--- src/rtl/sar_adc_seq_pkg.sv ---
package sar_adc_seq_pkg;
  localparam int CHAN_W = 3;
  localparam int IDX_W  = 4;

  localparam int SEL_LSB   = 0;
  localparam int DIV_LSB   = 8;
  localparam int BURST_BIT = 16;
  localparam int START_LSB = 24;
  localparam int RES_LSB   = 6;
  localparam int OVR_BIT   = 30;
  localparam int DONE_BIT  = 31;

  localparam logic [2:0] START_NOW = 3'd1;
  localparam logic [2:0] START_OFF = 3'd0;

  typedef struct packed {
    logic              clearSar;
    logic              trialOn;
    logic              resolve;
    logic [IDX_W-1:0]  bitIdx;
    logic              commit;
    logic [CHAN_W-1:0] chan;
    logic              rdClr;
    logic [CHAN_W-1:0] rdChan;
  } seqStrobe_t;
endpackage

--- src/rtl/sar_adc_seq_div.sv ---
module sar_adc_seq_div #(
  parameter int DIV_W = 8
) (
  input  logic             clk,
  input  logic             rstN,
  input  logic             run,
  input  logic [DIV_W-1:0] divVal,
  output logic             tick
);
  logic [DIV_W-1:0] cntQ;

  assign tick = run && (cntQ >= divVal);

  always_ff @(posedge clk) begin
    if (!rstN || !run) cntQ <= '0;
    else if (tick)     cntQ <= '0;
    else               cntQ <= cntQ + 1'b1;
  end
endmodule

--- src/rtl/sar_adc_seq_ctl.sv ---
module sar_adc_seq_ctl
  import sar_adc_seq_pkg::*;
#(
  parameter int CH_N  = 8,
  parameter int RES_W = 10,
  parameter int DIV_W = 8,
  parameter int AW    = 4
) (
  input  logic              clk,
  input  logic              rstN,
  input  logic              regWe,
  input  logic              regRe,
  input  logic [AW-1:0]     regAddr,
  input  logic [31:0]       regWdata,
  input  logic              tick,
  output logic              run,
  output logic [DIV_W-1:0]  divVal,
  output logic [31:0]       ctrlWord,
  output logic [CHAN_W-1:0] muxSel,
  output logic              sampleEn,
  output seqStrobe_t        stb
);
  localparam int CW = CHAN_W;
  localparam logic [IDX_W-1:0] LAST_STEP = IDX_W'(RES_W);
  localparam logic [CW-1:0]    TOP_CH    = CW'(CH_N - 1);

  logic [CH_N-1:0]  selQ;
  logic [DIV_W-1:0] divQ;
  logic             burstQ;
  logic             busyQ, busyD;
  logic [IDX_W-1:0] stepQ, stepD;
  logic [CW-1:0]    chanQ, chanD;

  logic             wrCtl, isData;
  logic [CH_N-1:0]  wSel;
  logic             wBurst;
  logic [2:0]       wCode;
  logic             swStart, burstGo, abort;
  logic             clearSar, commit, resolve;

  function automatic logic [CW-1:0] nextChan(input logic [CH_N-1:0] sel,
                                             input logic [CW-1:0]   cur);
    logic [CW-1:0] r;
    logic          hit;
    r   = cur;
    hit = 1'b0;
    for (int i = 1; i <= CH_N; i++) begin
      int idx;
      idx = (int'(cur) + i) % CH_N;
      if (!hit && sel[idx]) begin
        r   = CW'(idx);
        hit = 1'b1;
      end
    end
    return r;
  endfunction

  assign wrCtl  = regWe && (regAddr == '0);
  assign isData = regAddr[AW-1];
  assign wSel   = regWdata[SEL_LSB +: CH_N];
  assign wBurst = regWdata[BURST_BIT];
  assign wCode  = regWdata[START_LSB +: 3];

  assign swStart = wrCtl && (wCode == START_NOW) && !wBurst && (|wSel);
  assign burstGo = burstQ && (|selQ) && !wrCtl;
  assign abort   = busyQ && wrCtl && (wCode == START_OFF) && !wBurst;

  always_comb begin
    busyD    = busyQ;
    stepD    = stepQ;
    chanD    = chanQ;
    clearSar = 1'b0;
    commit   = 1'b0;
    resolve  = 1'b0;
    if (!busyQ) begin
      if (swStart) begin
        busyD    = 1'b1;
        stepD    = '0;
        chanD    = nextChan(wSel, TOP_CH);
        clearSar = 1'b1;
      end else if (burstGo) begin
        busyD    = 1'b1;
        stepD    = '0;
        chanD    = nextChan(selQ, TOP_CH);
        clearSar = 1'b1;
      end
    end else if (abort) begin
      busyD = 1'b0;
    end else if (tick) begin
      resolve = (stepQ != '0);
      if (stepQ == LAST_STEP) begin
        commit = 1'b1;
        if (burstQ && (|selQ)) begin
          chanD    = nextChan(selQ, chanQ);
          stepD    = '0;
          clearSar = 1'b1;
        end else begin
          busyD = 1'b0;
        end
      end else begin
        stepD = stepQ + 1'b1;
      end
    end
  end

  always_ff @(posedge clk) begin
    if (!rstN) begin
      selQ   <= '0;
      divQ   <= '0;
      burstQ <= 1'b0;
      busyQ  <= 1'b0;
      stepQ  <= '0;
      chanQ  <= '0;
    end else begin
      if (wrCtl) begin
        selQ   <= wSel;
        divQ   <= regWdata[DIV_LSB +: DIV_W];
        burstQ <= wBurst;
      end
      busyQ <= busyD;
      stepQ <= stepD;
      chanQ <= chanD;
    end
  end

  assign run      = busyQ;
  assign divVal   = divQ;
  assign muxSel   = chanQ;
  assign sampleEn = busyQ && (stepQ == '0);
  assign ctrlWord = (32'(selQ) << SEL_LSB) | (32'(divQ) << DIV_LSB)
                  | (32'(burstQ) << BURST_BIT);

  always_comb begin
    stb          = '0;
    stb.clearSar = clearSar;
    stb.trialOn  = busyQ && (stepQ != '0);
    stb.resolve  = resolve;
    stb.bitIdx   = LAST_STEP - stepQ;
    stb.commit   = commit;
    stb.chan     = chanQ;
    stb.rdClr    = regRe && isData;
    stb.rdChan   = regAddr[CW-1:0];
  end
endmodule

--- src/rtl/sar_adc_seq_dp.sv ---
module sar_adc_seq_dp
  import sar_adc_seq_pkg::*;
#(
  parameter int CH_N  = 8,
  parameter int RES_W = 10
) (
  input  logic             clk,
  input  logic             rstN,
  input  seqStrobe_t       stb,
  input  logic             cmpHigh,
  output logic [RES_W-1:0] dacCode,
  output logic [31:0]      dataWord,
  output logic [CH_N-1:0]  doneVec
);
  logic [RES_W-1:0] sarQ, sarNext, trialMask;
  logic [RES_W-1:0] resQ [CH_N];
  logic [CH_N-1:0]  doneQ, ovrQ;

  assign trialMask = stb.trialOn ? (RES_W'(1) << stb.bitIdx) : '0;
  assign dacCode   = sarQ | trialMask;

  always_comb begin
    sarNext = sarQ;
    sarNext[stb.bitIdx] = cmpHigh;
  end

  always_ff @(posedge clk) begin
    if (!rstN || stb.clearSar) sarQ <= '0;
    else if (stb.resolve)      sarQ <= sarNext;
  end

  for (genvar i = 0; i < CH_N; i++) begin : g_chan
    logic hitCommit, hitRead;
    assign hitCommit = stb.commit && (int'(stb.chan) == i);
    assign hitRead   = stb.rdClr  && (int'(stb.rdChan) == i);
    always_ff @(posedge clk) begin
      if (!rstN) begin
        resQ[i]  <= '0;
        doneQ[i] <= 1'b0;
        ovrQ[i]  <= 1'b0;
      end else if (hitCommit) begin
        resQ[i]  <= sarNext;
        doneQ[i] <= 1'b1;
        ovrQ[i]  <= (doneQ[i] && !hitRead) || (ovrQ[i] && !hitRead);
      end else if (hitRead) begin
        doneQ[i] <= 1'b0;
        ovrQ[i]  <= 1'b0;
      end
    end
  end

  assign doneVec = doneQ;
  assign dataWord = (32'(doneQ[stb.rdChan]) << DONE_BIT)
                  | (32'(ovrQ[stb.rdChan]) << OVR_BIT)
                  | (32'(resQ[stb.rdChan]) << RES_LSB);
endmodule

--- src/rtl/sar_adc_seq.sv ---
module sar_adc_seq
  import sar_adc_seq_pkg::*;
#(
  parameter int CH_N  = 8,
  parameter int RES_W = 10,
  parameter int DIV_W = 8,
  parameter int AW    = 4
) (
  input  logic              clk,
  input  logic              rstN,
  input  logic              regWe,
  input  logic              regRe,
  input  logic [AW-1:0]     regAddr,
  input  logic [31:0]       regWdata,
  output logic [31:0]       regRdata,
  input  logic              cmpHigh,
  output logic [RES_W-1:0]  dacCode,
  output logic [CHAN_W-1:0] muxSel,
  output logic              sampleEn
);
  seqStrobe_t       stb;
  logic             tick, run;
  logic [DIV_W-1:0] divVal;
  logic [31:0]      ctrlWord, dataWord;
  logic [CH_N-1:0]  doneVec;

  sar_adc_seq_div #(.DIV_W(DIV_W)) u_div (
    .clk(clk), .rstN(rstN), .run(run), .divVal(divVal), .tick(tick)
  );

  sar_adc_seq_ctl #(.CH_N(CH_N), .RES_W(RES_W), .DIV_W(DIV_W), .AW(AW)) u_ctl (
    .clk(clk), .rstN(rstN), .regWe(regWe), .regRe(regRe), .regAddr(regAddr),
    .regWdata(regWdata), .tick(tick), .run(run), .divVal(divVal),
    .ctrlWord(ctrlWord), .muxSel(muxSel), .sampleEn(sampleEn), .stb(stb)
  );

  sar_adc_seq_dp #(.CH_N(CH_N), .RES_W(RES_W)) u_dp (
    .clk(clk), .rstN(rstN), .stb(stb), .cmpHigh(cmpHigh),
    .dacCode(dacCode), .dataWord(dataWord), .doneVec(doneVec)
  );

  always_comb begin
    if (regAddr == '0)       regRdata = ctrlWord;
    else if (regAddr[AW-1])  regRdata = dataWord;
    else                     regRdata = '0;
  end
endmodule

--- config.mk ---
export PLATFORM = sky130hd
export DESIGN_NAME = sar_adc_seq
export DESIGN_NICKNAME = d
export VERILOG_FILES = /design/src/rtl/sar_adc_seq_pkg.sv /design/src/rtl/sar_adc_seq_div.sv /design/src/rtl/sar_adc_seq_ctl.sv /design/src/rtl/sar_adc_seq_dp.sv /design/src/rtl/sar_adc_seq.sv
export SDC_FILE = /design/constraint.sdc
export NUM_CORES = 1
export LEC_CHECK = 0
export BUFFER_PORTS_ARGS = -buffer_cell sky130_fd_sc_hd__buf_4
export CORE_MARGIN = 8
export CORE_UTILIZATION = 25
export CTS_CLUSTER_DIAMETER = 60
export CTS_CLUSTER_SIZE = 14
export DETAILED_ROUTE_END_ITERATION = 7
export GPL_TIMING_DRIVEN = 0
export PLACE_DENSITY = 0.45
export SLEW_MARGIN = 20
export SYNTH_ARGS = -nofsm -noshare
export SYNTH_HDL_FRONTEND = slang
export SYNTH_HIERARCHICAL = 1
export SYNTH_SLANG_ARGS = --single-unit
--- constraint.sdc ---
create_clock -name clk -period 3.2 [get_ports clk]
set_input_delay 0.64 -clock clk [delete_from_list [all_inputs] [get_ports clk]]
set_output_delay 0.64 -clock clk [all_outputs]
set_load 0.005 [all_outputs]
==> results of run 1 <==
[stage by stage]
step	hold WS (ns)	instances
after global placement	0.4507	1399
after detailed placement	0.4599	1399
final	0.4724	1438
after global routing	0.4807	1438
after floorplan	0.4284	883
after CTS	0.4608	1432
[timing repair]
item	CTS	global route
buffers inserted	1	9
endpoints found under the setup margin	191	170
gates resized for setup	30	21
hold buffers	0	0
pin swaps	0	7
[per-layer routing]
| layer | GRT usage (%) | up-vias | share of wire (%) |
|---|---|---|---|
| li1 | - | 3224 | - |
| met1 | 17.66 | 3180 | 52 |
| met2 | 18.94 | 131 | 44 |
| met3 | 2.215 | 23 | 3.5 |
| met4 | 3.574 | 0 | 1.2 |
| met5 | 0 | - | 0 |
[power by group]
| group | leakage [nW] | total [mW] | internal, mW | switching [mW] |
|---|---|---|---|---|
| registers | 1.25 | 1.95 | 1.93 | 0.0173 |
| logic | 2.44 | 0.428 | 0.214 | 0.214 |
| clock network | 0.286 | 2.03 | 1.17 | 0.859 |
| total | 3.97 | 4.41 | 3.32 | 1.09 |
[worst paths after layout]
check	start	end	slack, ns
hold reg to reg	u_div/cntQ[0]	u_div/cntQ[0]	0.47
setup / recovery	regAddr[1]	regRdata[8]	0.08
setup reg to reg	u_ctl/muxSel[0]	u_ctl/muxSel[2]	0.10
hold / removal	u_div/cntQ[0]	u_div/cntQ[0]	0.47
[final cells by class]
type | count | area, um^2 | area share (%)
buffer | 101 | 738.2 | 6.886
multi-input combinational | 609 | 4544 | 42.39
timing repair buffer | 71 | 570.5 | 5.322
clock buffer | 18 | 429.2 | 4.003
inverter | 31 | 116.4 | 1.085
sequential | 139 | 3591 | 33.50
clock inverter | 14 | 161.4 | 1.506
tap | 455 | 569.3 | 5.310
[cells by family (layout without fill, tap and decap cells)]
| kind of cell | after synthesis | count (layout) |
|---|---|---|
| compound gates | 142 | 142 |
| xor+xnor | 14 | 14 |
| fa+ha+maj | 15 | 15 |
| buf+inv | 135 | 235 |
| flops | 139 | 139 |
| mux | 81 | 81 |
| other cells | 2 | 35 |
| simple gates | 322 | 322 |
[flip-flops by register name, summed over array words and instances, names as in the netlist]
register	count
u_dp/doneVec	8
u_ctl/muxSel	3
u_ctl/selQ	8
u_dp/sarQ	10
u_dp/ovrQ	8
u_ctl/divVal	8
u_ctl/burstQ	1
u_div/cntQ	8
u_ctl/stepQ	4
u_ctl/run	1
u_dp/resQ	80
[placed cells by master (no fill, tap or decap), types with 21 or more instances in the layout]
cell type	n
buf_4	125
nor2_1	116
nand2_1	80
edfxtp_1	80
dfxtp_1	57
nor2b_1	42
conb_1	35
mux2i_1	34
a22o_1	32
inv_1	28
mux4_2	21
==> flow_summary.yaml, run 1 <==
clock_tree:
  clock_path_buffers: 2
  h-tree-depth: 4
  clock_insertion_delay_worst_skew_ns: 0.43
  cts_buffers: 17
  cts_tree: "built"
  cts_sink_cnt: 139
  clk_pin_slew_ns: 0.06
  clockRootBuffer: "clkbuf_16"
drt:
  drt_drc_violations_left: 0
  post_drt_wl_per_cell_um: 17.86
  detailroute.via_count: 6558
  detail_route.vias_per_cell: 4.561
  drt_iter0_drc: 383
  routed_wirelength_um: 25680
  antenna_violating_nets_post_route: 0
  dr.pass1.iters: 5
global_routing:
  grt_use_total_pct: 12.41
  grt_antenna_before_repair: 0
  first_global_vias: 6679
  grt_overflow: 0
  grt_first_pass_wirelength_um: 39700
  grt_max_degree: 21
worst_setup_path:
  path_delay_family: "buffers and inverters"
  worstRegToRegCells: 10
  cp_cell_sequence: "buf_4 > buf_4 > buf_2 > buf_4 > mux4_1 > mux2_2 > a22o_1 > buf_4"
  setup.worst_path.start_class: "primary input"
  worst-path-buf-inv: 5
  depth_of_the_critical_timing_path_with_buffers_and_inverters_included: 8
  cp_data_required_time_ns: 2.56
  crit_end_category: "output pin"
  path_max_fanout: 10
  path_common_cell: "buf_4"
  critPathArrivalTime_ns: 2.48
  worst_path_largest_cell_delay_ns: 0.34
  timing_worst_setup_path_type: "primary input to output pin"
  worst_path_max_delay_cell: "mux4_1"
synthesis:
  yosys.area_share.adder_pct: 2.156
  synth_top_cell_area_share_pct: 27.60
  yosys-top-cells-count: "117 x nor2_1, 82 x nand2_1, 80 x edfxtp_1, 59 x dfxtp_1, 55 x buf_4"
  synthXorXnorAreaFrac_pct: 1.495
  synth-main-ff-cell: "edfxtp_1"
  asyncSetResetFlopFracSynth_pct: 0
  synth_most_common_cell: "nor2_1"
  synth.area.top_cells: "edfxtp_1 28%, dfxtp_1 14%, mux4_2 5.2%, nor2_1 5.0%, buf_4 4.7%"
  synth.ff_latch_count: 139
  yosysWarnings: 6
  synth_seq_area_share_pct: 41.17
  combinational_family_with_the_most_area_after_synthesis: "simple AND/OR/NAND/NOR gates"
  synth_mux_area_share_pct: 14.72
  post_synth_instance_area_um2: 8703
  synth-compound-area-share_pct: 12.36
  synth_simple_gate_area_share_pct: 18.52
  synth_edf_count: 80
  cells_after_synthesis: 850
  synthesis.area_per_instance_um2: 10.24
  synthDominantAreaCellType: "edfxtp_1"
  count_of_distinct_cell_types_in_the_synthesized_netlist: 75
timing:
  unrepaired_setup_endpoints_after_global_routing: "yes"
  hold_viol: 0
  final.setup_skew_ns: 0.007202
  finalCritPeriodShare_pct: 97.55
  fin_crit_ns: 3.122
  timing.max_slew.rel_slack_pct: 35.78
  tightestPinTransition_ns: 0.9633
  final-setup-viol-count: 0
  worst_slack_ns: 0.07842
  fin_setup_tns_ns: 0
  timing.final.max_slew_violations: 0
  fmax_ghz: 0.3204
pwr:
  total_power_draw_mw: 4.407
  pwr_density_cell_nw_per_um2: 411.1
  vdd_ir_drop_max_mv: 0.3711
  leakage_nw: 3.969
layout:
  final_area_um2: 10720
  finish.utilization_pct: 31.11
  fill_cells: 3615
  finalNetCount: 1026
  synthToLayoutAreaGrowth_pct: 23.17
  layout-drive-gt1-share_pct: 27.57
  insertedDiodeCount: 0
floorplanning:
  core_area_um2: 34460
  initial_util_pct: 25.26
  die_height_um: 202.6
  die-area_um2: 41040
  die_w_um: 202.6
  pin_count: 87
  core.rowCount: 68
hold_path:
  hold_depth: 1
  worst_hold_path_type: "flop to flop"
place:
  place_hpwl_um: 18590
  detailed_place.area_um2: 9866
  port_buffers: 61
  placement.setup.worst_slack_ns: -0.5812
  place_congestion: 0.7769
status:
  outcome: "completed"
run:
  drv_cap: 0
(Power assumes the default switching activity.)
==> run 2, diff against run 1 <==
- RECOVER_POWER: unset -> 50
- REMOVE_ABC_BUFFERS: unset -> 1
==> run 2 against run 1 <==
Effect of this change:
- design area fell by 6.3%
- critical path depth grew 1
- non-clock buffer count is 104 lower
- total power is 1.8% lower
- clock skew increased by 0.0014 ns
- worst setup slack better by 0.050 ns
- hold slack got worse by 0.0062 ns
- via count is 7.0% lower
- critical path type is now flop to flop
- highest routed layer unchanged
==> flow_summary.yaml, run 2 (same netlist as run 1, synthesis figures left out) <==
floorplanning:
  core.rowCount: 68
  die_height_um: 202.6
  initial_util_pct: 25.26
  pin_count: 87
  die-area_um2: 41040
  core_area_um2: 34460
  die_w_um: 202.6
global_routing:
  grt_overflow: 0
  grt_antenna_before_repair: 0
  grt_use_total_pct: 11.41
  grt_first_pass_wirelength_um: 36840
  grt_max_degree: 67
  first_global_vias: 6191
layout:
  layout-drive-gt1-share_pct: 21.16
  insertedDiodeCount: 0
  top_register: "u_dp/resQ"
  final_area_um2: 10050
  finalNetCount: 922
  leading_cell_types_in_the_layout_fill_and_taps_excluded: "115 x nor2_1, 80 x edfxtp_1, 77 x nand2_1, 61 x buf_4, 54 x dfxtp_1"
  synthToLayoutAreaGrowth_pct: 15.43
  largest_reg_flops: 80
  largest_registers: "u_dp/resQ x80, u_dp/sarQ x10"
  layout.cells.most_common: "nor2_1"
pwr:
  total_power_draw_mw: 4.330
  vdd_ir_drop_max_mv: 0.3662
  pwr_density_cell_nw_per_um2: 431.0
  leakage_nw: 3.496
place:
  place_congestion: 0.7845
  detailed_place.area_um2: 9206
  place_hpwl_um: 15990
  port_buffers: 61
drt:
  drt_iter0_drc: 362
  routed_wirelength_um: 23170
  post_drt_wl_per_cell_um: 17.37
  antenna_violating_nets_post_route: 0
  dr.pass1.iters: 5
  detailroute.via_count: 6098
  drt_drc_violations_left: 0
  detail_route.vias_per_cell: 4.571
hold_path:
  hold_path_startpoint: "u_dp/ovrQ[3]"
  whs_endpoint: "u_dp/ovrQ[3]"
  hold_depth: 2
  worst_hold_path_type: "flop to flop"
timing:
  final-setup-viol-count: 0
  fin_setup_tns_ns: 0
  timing.max_slew.rel_slack_pct: 41.03
  fmax_ghz: 0.3255
  final.setup_skew_ns: 0.008615
  finalCritPeriodShare_pct: 95.99
  timing.final.max_slew_violations: 0
  hold_viol: 0
  unrepaired_setup_endpoints_after_global_routing: "yes"
  hold_ws_ns: 0.4662
  tightestPinTransition_ns: 0.8600
  fin_crit_ns: 3.072
status:
  outcome: "completed"
worst_setup_path:
  worstRegToRegCells: 9
  critPathArrivalTime_ns: 3.38
  path_max_fanout: 15
  cp_data_required_time_ns: 3.51
  worst_path_largest_cell_delay_ns: 0.57
  reg2reg_slack_ns: 0.13
  crit_end_category: "flop"
  worst_path_max_delay_cell: "mux4_2"
  setup.worst_path.start_class: "flop"
  cp_cell_sequence: "inv_1 > ha_4 > mux4_2 > mux2_4 > nor3_4 > nand2_2 > o31ai_4 > nor3b_1 > a31o_1"
  timing_worst_setup_path_type: "flop to flop"
  regToRegEndpoint: "u_ctl/muxSel[2]"
  critical_path.reg2reg.startpoint: "u_ctl/muxSel[0]"
clock_tree:
  cts_sink_cnt: 139
  cts_buffers: 17
  cts_tree: "built"
  cts_hold_bufs: 0
  clock_insertion_delay_worst_skew_ns: 0.42
  h-tree-depth: 4
  clockRootBuffer: "clkbuf_16"
  clock_path_buffers: 2
  clk_pin_slew_ns: 0.06
run:
  drv_cap: 0
## run 2: changes by cell type in the layout (fill, tap and decap cells not counted), sizes merged
cell / previous run / this run
clkinvlp: 1 / 2
clkbuf: 35 / 18
clkinv: 5 / 7
inv: 37 / 33
bufinv: 2 / 3
buf: 155 / 68
## run 2: report_power, final
group	internal [mW]	switching (mW)	total, mW
Clock	1.23	0.809	2.04
Sequential	1.93	0.0178	1.95
Combinational	0.161	0.178	0.339
Total	3.33	1.00	4.33
## run 2: critical path, delay by kind of cell, from the launching register on
family,cells,cell delay [ns]
flip-flops,1,0.49
buffers and inverters,1,0.12
AND/OR/NAND/NOR,3,0.52
multiplexers,2,0.89
AO/OA/AOI/OAI,2,0.57
adder cells (fa/ha/maj),1,0.37
## run 2: per-stage QoR
| step | std cells | util [%] | setup WS, ns |
|---|---|---|---|
| after detailed placement | 1298 | 26.72 | -1.442 |
| final | 1334 | 29.15 | 0.1282 |
| after floorplan | 779 | - | -0.3339 |
| after global routing | 1334 | 29.15 | -0.01321 |
| after CTS | 1332 | 28.77 | -0.03577 |
| after global placement | 1295 | 26.54 | -1.446 |
## run 2: worst max-delay path by stage
| stage | cells after the start | start | endpoint |
|---|---|---|---|
| 2_1_floorplan | 8 | u_ctl/muxSel[0] | u_ctl/muxSel[2] |
| 3_3_place_gp | 8 | regAddr[3] | u_dp/sarQ[9] |
| 3_5_place_dp | 8 | regAddr[3] | u_dp/sarQ[0] |
| 4_1_cts | 12 | u_ctl/divVal[5] | u_ctl/muxSel[2] |
| 5_1_grt | 12 | u_ctl/divVal[5] | u_ctl/muxSel[2] |
| 6_report | 9 | u_ctl/muxSel[0] | u_ctl/muxSel[2] |
## run 2: per-layer routing
| layer | GRT usage, % | vias up | wire length [um] |
|---|---|---|---|
| li1 | - | 3014 | - |
| met1 | 15.47 | 2940 | 11010 |
| met2 | 18.34 | 131 | 10870 |
| met3 | 2.694 | 13 | 1115 |
| met4 | 2.253 | 0 | 172 |
| met5 | 0 | - | 0 |
## run 2: area by class of cell
class	count	area (um^2)
inverters	31	116.4
repair buffers	68	549.3
clock buffers	18	429.2
flip-flops and latches	139	3597
well taps	455	569.3
multi-input cells	609	4614
fillers	3608	24410
clock inverters	14	170.2
## run 2: timing repair
item                                    in CTS  in global routing
pin swaps                                    0                  4
setup buffers                                2                  2
resized for setup                           22                 22
endpoints found under the setup margin     191                193
